## src/rtl/ctr_gate_pkg.sv

```systemverilog
package ctr_gate_pkg;

    localparam int ADDR_W        = 12;
    localparam int NCTR          = 32;
    localparam int IDX_W         = $clog2(NCTR);

    localparam int ALIAS_BASE    = 'hC00;
    localparam int ALIAS_HI_BASE = 'hC80;
    localparam int MCTR_BASE     = 'hB00;
    localparam int MCTR_HI_BASE  = 'hB80;
    localparam int EVT_BASE      = 'h320;
    localparam int TIME_IDX      = 1;
    localparam int EVT_FIRST     = 3;

    localparam logic [1:0] PRIV_U = 2'b00;
    localparam logic [1:0] PRIV_S = 2'b01;
    localparam logic [1:0] PRIV_M = 2'b11;

    typedef enum logic [1:0] {
        CLS_NONE  = 2'd0,
        CLS_ALIAS = 2'd1,
        CLS_MCTR  = 2'd2,
        CLS_EVT   = 2'd3
    } addr_cls_e;

    typedef enum logic [1:0] {
        SEL_NONE = 2'd0,
        SEL_CTR  = 2'd1,
        SEL_TIME = 2'd2,
        SEL_EVT  = 2'd3
    } sel_kind_e;

    typedef enum logic [1:0] {
        DEC_IDLE  = 2'd0,
        DEC_PASS  = 2'd1,
        DEC_ALLOW = 2'd2,
        DEC_TRAP  = 2'd3
    } dec_e;

    typedef struct packed {
        logic             ok;
        logic             trap;
        sel_kind_e        sel;
        logic [IDX_W-1:0] idx;
        logic             hi;
    } acc_res_t;

endpackage

```

## src/rtl/ctr_addr_decode.sv

```systemverilog
module ctr_addr_decode
    import ctr_gate_pkg::*;
#(
    parameter bit HAS_HI = 1'b1
) (
    input  logic [ADDR_W-1:0] addr,
    output addr_cls_e         cls,
    output logic [IDX_W-1:0]  idx,
    output logic              hi
);

    localparam int BLK_W = ADDR_W - IDX_W;
    localparam logic [BLK_W-1:0] B_ALIAS    = BLK_W'(ALIAS_BASE >> IDX_W);
    localparam logic [BLK_W-1:0] B_ALIAS_HI = BLK_W'(ALIAS_HI_BASE >> IDX_W);
    localparam logic [BLK_W-1:0] B_MCTR     = BLK_W'(MCTR_BASE >> IDX_W);
    localparam logic [BLK_W-1:0] B_MCTR_HI  = BLK_W'(MCTR_HI_BASE >> IDX_W);
    localparam logic [BLK_W-1:0] B_EVT      = BLK_W'(EVT_BASE >> IDX_W);
    localparam logic [IDX_W-1:0] I_TIME     = IDX_W'(TIME_IDX);
    localparam logic [IDX_W-1:0] I_EVT0     = IDX_W'(EVT_FIRST);

    logic [BLK_W-1:0] blk;

    assign blk = addr[ADDR_W-1:IDX_W];
    assign idx = addr[IDX_W-1:0];

    always_comb begin
        cls = CLS_NONE;
        hi  = 1'b0;
        if (blk == B_ALIAS) begin
            cls = CLS_ALIAS;
        end else if (HAS_HI && blk == B_ALIAS_HI) begin
            cls = CLS_ALIAS;
            hi  = 1'b1;
        end else if (blk == B_MCTR && idx != I_TIME) begin
            cls = CLS_MCTR;
        end else if (HAS_HI && blk == B_MCTR_HI && idx != I_TIME) begin
            cls = CLS_MCTR;
            hi  = 1'b1;
        end else if (blk == B_EVT && idx >= I_EVT0) begin
            cls = CLS_EVT;
        end
    end

endmodule

```

## src/rtl/ctr_priv_gate.sv

```systemverilog
module ctr_priv_gate
    import ctr_gate_pkg::*;
(
    input  logic             clk,
    input  logic             rst_n,
    input  logic             valid,
    input  logic [1:0]       priv,
    input  logic             wr,
    input  addr_cls_e        cls,
    input  logic [IDX_W-1:0] idx,
    input  logic [NCTR-1:0]  m_en,
    input  logic [NCTR-1:0]  s_en,
    input  logic             deleg_en,
    output dec_e             dec
);

    logic grant;

    always_comb begin
        grant = 1'b0;
        unique case (cls)
            CLS_NONE: grant = 1'b0;
            CLS_ALIAS: begin
                if (wr)                  grant = 1'b0;
                else if (priv == PRIV_M) grant = 1'b1;
                else if (priv == PRIV_S) grant = m_en[idx];
                else                     grant = m_en[idx] & s_en[idx];
            end
            CLS_MCTR, CLS_EVT: begin
                if (priv == PRIV_M)      grant = 1'b1;
                else if (priv == PRIV_S) grant = deleg_en & m_en[idx];
                else                     grant = 1'b0;
            end
        endcase
    end

    always_comb begin
        if (!valid)                dec = DEC_IDLE;
        else if (cls == CLS_NONE)  dec = DEC_PASS;
        else if (grant)            dec = DEC_ALLOW;
        else                       dec = DEC_TRAP;
    end

    AST_ALIAS_READ_ONLY: assert property (@(posedge clk) disable iff (!rst_n)
        (valid && cls == CLS_ALIAS && wr) |-> (dec == DEC_TRAP));
    AST_SUP_NEEDS_MEN: assert property (@(posedge clk) disable iff (!rst_n)
        (valid && priv == PRIV_S && cls != CLS_NONE && !m_en[idx]) |-> (dec == DEC_TRAP));
    AST_USER_NEEDS_SEN: assert property (@(posedge clk) disable iff (!rst_n)
        (valid && priv == PRIV_U && cls == CLS_ALIAS && !s_en[idx]) |-> (dec == DEC_TRAP));
    AST_USER_NO_MACHINE: assert property (@(posedge clk) disable iff (!rst_n)
        (valid && priv == PRIV_U && (cls == CLS_MCTR || cls == CLS_EVT)) |-> (dec == DEC_TRAP));
    AST_MACHINE_PASSES: assert property (@(posedge clk) disable iff (!rst_n)
        (valid && priv == PRIV_M && cls != CLS_NONE && !(cls == CLS_ALIAS && wr)) |-> (dec == DEC_ALLOW));

endmodule

```

## src/rtl/ctr_out_stage.sv

```systemverilog
module ctr_out_stage
    import ctr_gate_pkg::*;
#(
    parameter bit REG_OUT = 1'b0,
    parameter int TIME_W  = 64
) (
    input  logic              clk,
    input  logic              rst_n,
    input  acc_res_t          res_d,
    input  logic [TIME_W-1:0] tval_d,
    output acc_res_t          res_q,
    output logic [TIME_W-1:0] tval_q
);

    generate
        if (REG_OUT) begin : g_reg
            always_ff @(posedge clk or negedge rst_n) begin
                if (!rst_n) begin
                    res_q  <= '0;
                    tval_q <= '0;
                end else begin
                    res_q  <= res_d;
                    tval_q <= tval_d;
                end
            end
        end else begin : g_comb
            assign res_q  = res_d;
            assign tval_q = tval_d;
        end
    endgenerate

    AST_STAGE_EXCLUSIVE: assert property (@(posedge clk) disable iff (!rst_n)
        !(res_q.ok && res_q.trap));

endmodule

```

## src/rtl/ctr_access_gate.sv

```systemverilog
module ctr_access_gate
    import ctr_gate_pkg::*;
#(
    parameter bit REG_OUT = 1'b0,
    parameter bit HAS_HI  = 1'b1,
    parameter int TIME_W  = 64
) (
    input  logic              clk,
    input  logic              rst_n,
    input  logic              req_valid,
    input  logic [1:0]        req_priv,
    input  logic [11:0]       req_addr,
    input  logic              req_wr,
    input  logic [31:0]       m_en_mask,
    input  logic [31:0]       s_en_mask,
    input  logic              deleg_en,
    input  logic [TIME_W-1:0] mtime_in,
    output logic              acc_ok,
    output logic              acc_trap,
    output logic [1:0]        sel_kind,
    output logic [4:0]        sel_idx,
    output logic              sel_hi,
    output logic [TIME_W-1:0] time_val
);

    localparam logic [IDX_W-1:0] I_TIME = IDX_W'(TIME_IDX);

    addr_cls_e         cls;
    logic [IDX_W-1:0]  idx;
    logic              hi;
    dec_e              dec;
    acc_res_t          res_d;
    acc_res_t          res_q;
    logic [TIME_W-1:0] tval_d;

    ctr_addr_decode #(.HAS_HI(HAS_HI)) u_dec (
        .addr (req_addr),
        .cls  (cls),
        .idx  (idx),
        .hi   (hi)
    );

    ctr_priv_gate u_gate (
        .clk      (clk),
        .rst_n    (rst_n),
        .valid    (req_valid),
        .priv     (req_priv),
        .wr       (req_wr),
        .cls      (cls),
        .idx      (idx),
        .m_en     (m_en_mask),
        .s_en     (s_en_mask),
        .deleg_en (deleg_en),
        .dec      (dec)
    );

    always_comb begin
        res_d      = '0;
        tval_d     = '0;
        res_d.trap = (dec == DEC_TRAP);
        if (dec == DEC_ALLOW) begin
            res_d.ok  = 1'b1;
            res_d.idx = idx;
            res_d.hi  = hi;
            unique case (cls)
                CLS_ALIAS: res_d.sel = (idx == I_TIME) ? SEL_TIME : SEL_CTR;
                CLS_MCTR:  res_d.sel = SEL_CTR;
                CLS_EVT:   res_d.sel = SEL_EVT;
                CLS_NONE:  res_d.sel = SEL_NONE;
            endcase
            if (res_d.sel == SEL_TIME) tval_d = mtime_in;
        end
    end

    ctr_out_stage #(.REG_OUT(REG_OUT), .TIME_W(TIME_W)) u_out (
        .clk    (clk),
        .rst_n  (rst_n),
        .res_d  (res_d),
        .tval_d (tval_d),
        .res_q  (res_q),
        .tval_q (time_val)
    );

    assign acc_ok   = res_q.ok;
    assign acc_trap = res_q.trap;
    assign sel_kind = res_q.sel;
    assign sel_idx  = res_q.idx;
    assign sel_hi   = res_q.hi;

    AST_SEL_ZERO_DENIED: assert property (@(posedge clk) disable iff (!rst_n)
        !acc_ok |-> (sel_kind == 2'd0 && sel_idx == 5'd0 && !sel_hi));
    AST_TIME_ONLY_SEL: assert property (@(posedge clk) disable iff (!rst_n)
        (time_val != '0) |-> (sel_kind == 2'd2));
    AST_OK_TRAP_EXCL: assert property (@(posedge clk) disable iff (!rst_n)
        !(acc_ok && acc_trap));

    generate
        if (REG_OUT) begin : g_chk_reg
            AST_IDLE_SILENT: assert property (@(posedge clk) disable iff (!rst_n)
                !req_valid |=> (!acc_ok && !acc_trap));
            AST_REG_LAG: assert property (@(posedge clk) disable iff (!rst_n)
                (dec == DEC_TRAP) |=> acc_trap);
        end else begin : g_chk_comb
            AST_IDLE_SILENT: assert property (@(posedge clk) disable iff (!rst_n)
                !req_valid |-> (!acc_ok && !acc_trap));
            AST_SAME_CYCLE: assert property (@(posedge clk) disable iff (!rst_n)
                (dec == DEC_TRAP) |-> acc_trap);
        end
    endgenerate

endmodule

```

## config.mk

```make
export PLATFORM = sky130hd
export DESIGN_NAME = ctr_access_gate
export DESIGN_NICKNAME = d
export VERILOG_FILES = /design/src/rtl/ctr_gate_pkg.sv /design/src/rtl/ctr_addr_decode.sv /design/src/rtl/ctr_priv_gate.sv /design/src/rtl/ctr_out_stage.sv /design/src/rtl/ctr_access_gate.sv
export SDC_FILE = /design/constraint.sdc
export NUM_CORES = 1
export LEC_CHECK = 0
export BUFFER_PORTS_ARGS = -buffer_cell sky130_fd_sc_hd__buf_2
export CORE_AREA = 2 2 87 89
export DETAILED_ROUTE_END_ITERATION = 10
export DIE_AREA = 0 0 89 91
export GPL_TIMING_DRIVEN = 0
export SLEW_MARGIN = 10
export SYNTH_ARGS = -nofsm -noshare
export SYNTH_HDL_FRONTEND = slang
export SYNTH_SLANG_ARGS = --single-unit
```

## constraint.sdc

```tcl
create_clock -name vclk -period 2.75
set_input_delay 0.55 -clock vclk [all_inputs]
set_output_delay 0.55 -clock vclk [all_outputs]
set_load 0.02 [all_outputs]
```

==> summary.txt, run 1 <==
Floorplan
  – Die height: around 91 um
  – Starting density of the core: 0.192
  – IO Count: 221
  – FP Rows: 31
  – Core area: a little over 7000 sq um
  – Die X: ~90 um
  – Die area: between 8000 and 9000 sq um

Synthesis
  – Yosys warns: 0
  – Synth Area in Compound Gates: 0.242
  – Area contributors post-synth: and2_1, mux2i_1, buf_6, a211oi_1, mux2_2
  – Post-synthesis instance total: around 190
  – Post-Synth Adder-Cell Area: 0
  – Post-Syn Area per Cell: around 7.4 sq um
  – Seq/Total Area, Yosys: 0
  – Mapped Area: 1370 sq um
  – Cell taking the most area after synthesis: and2_1
  – Synth unique cells: 37
  – Area share of xor/xnor cells in the synthesized design: 0
  – Synth top area share: 0.297
  – Mux contribution to synthesized area: 0.239
  – Largest family of logic cells by synthesized area: simple AND/OR/NAND/NOR gates
  – Post-synthesis net count: approximately 330
  – Simple-Gate Fraction of Synth Area: 0.408

STA
  – FMAX: 327 MHz
  – Hold Vio Cnt, Final: 0
  – Slew headroom: 0.712
  – Post-route clock period utilization: 1.11
  – Max Slew Vio Count: 0
  – Setup-failing EPs final: 74
  – WHS: 1.40 ns
  – Crit path time final: 3.06 ns
  – Final Worst Setup Slack: -0.307 ns
  – Worst slew pin tran: between 0.4 and 0.5 ns
  – Unrepaired setup endpoints after global routing: yes

Route
  – DRT iter0 DRCs: 23
  – Routed wl met2: approximately 4500 um
  – Drt first pass iters: 4
  – Post-route DRC: 0
  – Routed vias/inst: about 4.5
  – Post-route ant nets: 0
  – DR WL met3: between 600 and 700 um
  – WL per Instance: 16.0 um
  – M1 WL: 2980 um
  – Post-Route WL: 8310 um
  – Top routing layer used: met4
  – Total number of vias: ~2400

Critical path
  – WS Path Type: input pin to output port
  – Crit path from: req_addr[0]
  – Arr. time, crit path: between 2 and 3 ns
  – CP Launch Type: input pin
  – CP required: approximately 2.2 ns
  – Worst path buffer plus inverter count: 6
  – Critical Path End: time_val[42]
  – Crit path depth: 12
  – Critical path's largest stage delay: around 0.42 ns
  – Crit-path cells: buf_12 > buf_12 > buf_6 > mux2i_2 > a22oi_1 > o211ai_1 > a211oi_2 > buf_4 > o311a_4 > buf_6 > and2_1 > buf_4
  – Crit path max-delay family: buffers and inverters
  – CP endpoint kind: output port
  – Max Fanout on Critical Path: 10
  – Slowest stage cell on the critical path: o311a_4

Hold path
  – Hold path cells: 3
  – HP Class: input pin to output port

Placement
  – Dpl hpwl: ~6400 um
  – Port Buf Inserts: about 220
  – Placed cells: 503
  – RD Place Congestion: 0.807

GRT
  – Largest net degree at the start of global routing: 11
  – Number of global-route vias before repair: between 2000 and 2500
  – Antenna violations before repair: 0
  – First-pass GRT wire length: roughly 11000 um
  – GRT overflow: 0
  – Tot GR Track Use: 0.165

Finish
  – Share of cells above drive strength 1: 0.801
  – Number of fill cells: approximately 720
  – Commonest cells after routing, fill and taps aside: buf_2, buf_6, and2_4, mux2i_1, buf_4
  – Multi-input gate area: around 1500 sq um
  – # diodes: 0
  – Register Area: 0 sq um
  – Core Util, Final: 0.492
  – Commonest non-fill, non-tap cell in the layout: buf_2
  – FF+latch count: 0
  – Nets: ~570
  – Final Non-Filler Cells: 521
  – Number of clock buffers in the layout: 0
  – Area grow syn2layout: 156%

Flow run
  – Max-cap viol count: 0

Outcome
  – Violated checks: negative setup slack
  – Outcome: finished, violations left

Power and ir drop
  – Power Density: between 70 and 80 nW/um^2
  – Peak supply drop: 0.0000400 V
  – Pwr Total: 0.000278 W
  – P_leak: roughly 1.9 nW

CTS
  – Hold-fix buffers, CTS: 0
-- repair_timing --
| item | in CTS | in global routing |
|---|---|---|
| cloned | 3 | 6 |
| resized for setup | 43 | 195 |
| hold endpoints to repair | 0 | 0 |
| pin swaps | 3 | 38 |
| setup buffers | 7 | 2 |
| setup endpoints to repair | 74 | 74 |
-- cells in the mapped netlist, types with 4 or more instances --
| cell type | instances |
|---|---|
| a211oi_1 | 10 |
| and2_1 | 65 |
| mux2_2 | 6 |
| nand2_1 | 4 |
| buf_6 | 8 |
| inv_1 | 7 |
| o22ai_1 | 4 |
| nand2b_1 | 5 |
| nor3_1 | 4 |
| mux2i_1 | 26 |
| a22oi_1 | 4 |
| nor2_1 | 4 |
-- cell families (layout without fill, tap and decap cells) --
logic type / after synthesis / count (layout)
simple gates: 93 / 93
compound gates: 41 / 43
buf+inv: 20 / 254
mux: 32 / 32
-- metrics by stage --
stage / setup WS [ns] / setup TNS, ns / area (sq um)
4_1_cts: -0.321 / -20.52 / 2810
6_report: -0.307 / -17.06 / 3510
2_1_floorplan: -0.128 / -1.02 / 1370
3_3_place_gp: -0.453 / -30.09 / 2590
5_1_grt: -0.394 / -23.07 / 3510
3_5_place_dp: -0.438 / -29.17 / 2590
-- area by class of cell --
cell class | count | share of cell area
multi-input combinational | 168 | 0.434
buffer | 13 | 0.0463
tap | 99 | 0.0353
inverter | 7 | 0.00749
timing repair buffer | 234 | 0.477
-- how the worst min path moves through the flow --
stage                             from            to  slack (ns)
after floorplan            req_addr[7]        sel_hi        1.24
after global placement    mtime_in[14]  time_val[14]        1.42
after detailed placement  mtime_in[25]  time_val[25]        1.42
after CTS                 mtime_in[54]  time_val[54]        1.41
after global routing      mtime_in[11]  time_val[11]        1.41
final                      mtime_in[8]   time_val[8]        1.40
-- metal layers --
layer | up-vias | GRT usage
met5 | - | 0
li1 | 1151 | -
met2 | 134 | 0.323
met3 | 8 | 0.0236
met4 | 0 | 0.0274
met1 | 1060 | 0.185
-- report_power, final --
group          internal, W  total [W]  switching [W]  leakage (nW)
Clock                    0          0              0             0
Sequential               0          0              0             0
Combinational     0.000158   0.000278       0.000120          1.86
Total             0.000158   0.000278       0.000120          1.86
Power figures use the tool's default switching activity.
==> run 2: changes to the inputs <==
Settings changed: ABC_AREA from default to 1, CORE_AREA 2 2 87 89 to 2 2 86 88, DIE_AREA 0 0 89 91 to 0 0 88 90.
==> run 2 against run 1 <==
The flow still finishes with violations (negative setup slack). Maximum frequency is 7.0% higher. Wire length is 20% higher. Via count is 34% higher. Die area is 2.2% lower. First-iteration DRC count grew to 4.1 times the previous value. Worst setup slack better by 0.20 ns. Clock-buffer cell count stayed put. Critical path type unchanged. Critical endpoint is now time_val[37]. Largest power group unchanged.
==> summary.txt, run 2 <==
Critical path
  – Max Fanout on Critical Path: 10
  – CP endpoint kind: output port
  – CP Launch Type: input pin
  – Crit-path cells: buf_2 > inv_2 > nand3_4 > a21oi_2 > nor3_1 > or2_1 > o21ai_0 > inv_2 > nand3_4 > buf_12 > buf_12 > nor2_2 > buf_6
  – Slowest stage cell on the critical path: nor3_1
  – CP required: between 2 and 2.5 ns
  – Critical path's largest stage delay: approximately 0.22 ns
  – Arr. time, crit path: 2.31 ns
  – WS Path Type: input pin to output port

Finish
  – Number of fill cells: about 650
  – Register Area: 0 sq um
  – Area grow syn2layout: 152%
  – FF+latch count: 0
  – Final Non-Filler Cells: between 700 and 800
  – Nets: 751
  – Share of cells above drive strength 1: 0.578
  – Multi-input gate area: about 1700 sq um
  – Commonest cells after routing, fill and taps aside: nand2_1, buf_2, buf_6, nor2_4, inv_1
  – Number of clock buffers in the layout: 0
  – Commonest non-fill, non-tap cell in the layout: nand2_1

Hold path
  – Worst Hold Endpoint: time_val[22]
  – HP Start: mtime_in[22]
  – HP Class: input pin to output port
  – Hold path cells: 4

Floorplan
  – Die height: 90 um
  – Starting density of the core: 0.229
  – Die area: 7920 sq um
  – FP Rows: 31
  – Die X: roughly 88 um
  – IO Count: around 220
  – Core area: around 7000 sq um

Placement
  – Port Buf Inserts: approximately 220
  – Placed cells: 682
  – Dpl hpwl: around 6600 um
  – RD Place Congestion: approximately 0.8

STA
  – Slew headroom: 0.685
  – Final Worst Setup Slack: -0.106 ns
  – Post-route clock period utilization: 1.04
  – Fin Setup TNS: -3.97 ns
  – Crit path time final: 2.86 ns
  – Setup-failing EPs final: between 70 and 80
  – Unrepaired setup endpoints after global routing: yes
  – Worst slew pin tran: about 0.47 ns
  – FMAX: about 350 MHz
  – Max Slew Vio Count: 0
  – Hold Vio Cnt, Final: 0

Flow run
  – Max-cap viol count: 0

Power and ir drop
  – Peak supply drop: 0.0000284 V
  – Power Density: 71.6 nW/um^2
  – P_leak: slightly below 2 nW

Route
  – DRT iter0 DRCs: 95
  – Routed vias/inst: around 4.5
  – Total number of vias: between 3000 and 4000
  – Post-route ant nets: 0
  – WL per Instance: 14.2 um
  – Drt first pass iters: 4
  – Post-route DRC: 0
  – Post-Route WL: between 9000 and 10000 um

Synthesis
  – Seq/Total Area, Yosys: 0
  – Yosys warns: 0
  – Post-Syn Area per Cell: ~4.4 sq um
  – Synth top cells by count: nand2_1, nor2_1, inv_1
  – Mapped Area: approximately 1600 sq um
  – Synth unique cells: 24
  – Post-synthesis net count: 514
  – Most common cell in the synthesized netlist: nand2_1
  – Cell taking the most area after synthesis: nand2_1
  – Synth top area share: 0.348
  – Post-synthesis instance total: between 300 and 400
  – Area contributors post-synth: nand2_1, nor2_1, nand3_1, inv_1, buf_6

GRT
  – Antenna violations before repair: 1
  – GRT overflow: 0
  – Tot GR Track Use: 0.213
  – Largest net degree at the start of global routing: 12
  – First-pass GRT wire length: approximately 14000 um
  – Number of global-route vias before repair: 2970

Outcome
  – Violated checks: negative setup slack
  – Outcome: finished, violations left

CTS
  – Hold-fix buffers, CTS: 0
==> run 2: worst max-delay path by stage <==
| stage | startpoint | to | depth (start not counted) | slack, ns |
|---|---|---|---|---|
| 6_report | req_addr[3] | time_val[37] | 13 | -0.11 |
| 5_1_grt | req_addr[0] | time_val[9] | 20 | -0.23 |
| 4_1_cts | req_addr[0] | time_val[54] | 20 | -0.04 |
| 3_5_place_dp | req_addr[2] | time_val[47] | 9 | -0.42 |
| 3_3_place_gp | req_addr[2] | time_val[47] | 9 | -0.36 |
| 2_1_floorplan | req_addr[0] | time_val[10] | 14 | 0.12 |
==> run 2: cell type report <==
class	instances	share of cell area
multi-input combinational	301	0.429
timing repair buffer	233	0.427
buffer	25	0.0682
inverter	42	0.0444
tap	99	0.0306
timing repair inverter	1	0.000926
antenna	1	0.000617
==> run 2: power breakdown <==
part | switching, W | leakage (nW) | internal [W] | total (W)
Combinational | 0.000142 | 1.96 | 0.000148 | 0.000290
Clock | 0 | 0.00000634 | 0.0000000000486 | 0.0000000000486
Sequential | 0 | 0 | 0 | 0
Total | 0.000142 | 1.96 | 0.000148 | 0.000290
==> run 2: routing by layer <==
metal	up-vias	track usage	wire length, um
li1	1590	-	-
met1	1401	0.253	3670
met3	22	0.0285	799
met2	149	0.397	5260
met5	-	0	0
met4	0	0.0385	235
==> run 2: cell families after synthesis <==
family,after synthesis,synth area share
simple gates,285,0.737
buf+inv,67,0.212
compound gates,15,0.0514
==> run 2: critical path: cells and delay by family <==
kind / cells / cell delay [ns]
buffers and inverters: 6 / 0.85
AND/OR/NAND/NOR: 5 / 0.72
AO/OA/AOI/OAI: 2 / 0.17
==> run 2: repair_timing <==
item,CTS,global route
cloned,8,1
endpoints found under the setup margin,71,74
setup buffers,10,0
pin swaps,7,8
resized for setup,162,143
==> run 2: metrics by stage <==
| stage | utilization | power [W] | area, sq um | hold WS (ns) | setup slack [ns] |
|---|---|---|---|---|---|
| 2_1_floorplan | - | 0.000109 | 1610 | 1.22 | 0.118 |
| 3_3_place_gp | 0.400 | 0.000236 | 2810 | 1.43 | -0.365 |
| 3_5_place_dp | 0.400 | 0.000237 | 2810 | 1.43 | -0.424 |
| 4_1_cts | 0.498 | 0.000280 | 3490 | 1.43 | -0.0374 |
| 5_1_grt | 0.577 | 0.000319 | 4050 | 1.43 | -0.230 |
| 6_report | 0.577 | 0.000290 | 4050 | 1.42 | -0.106 |
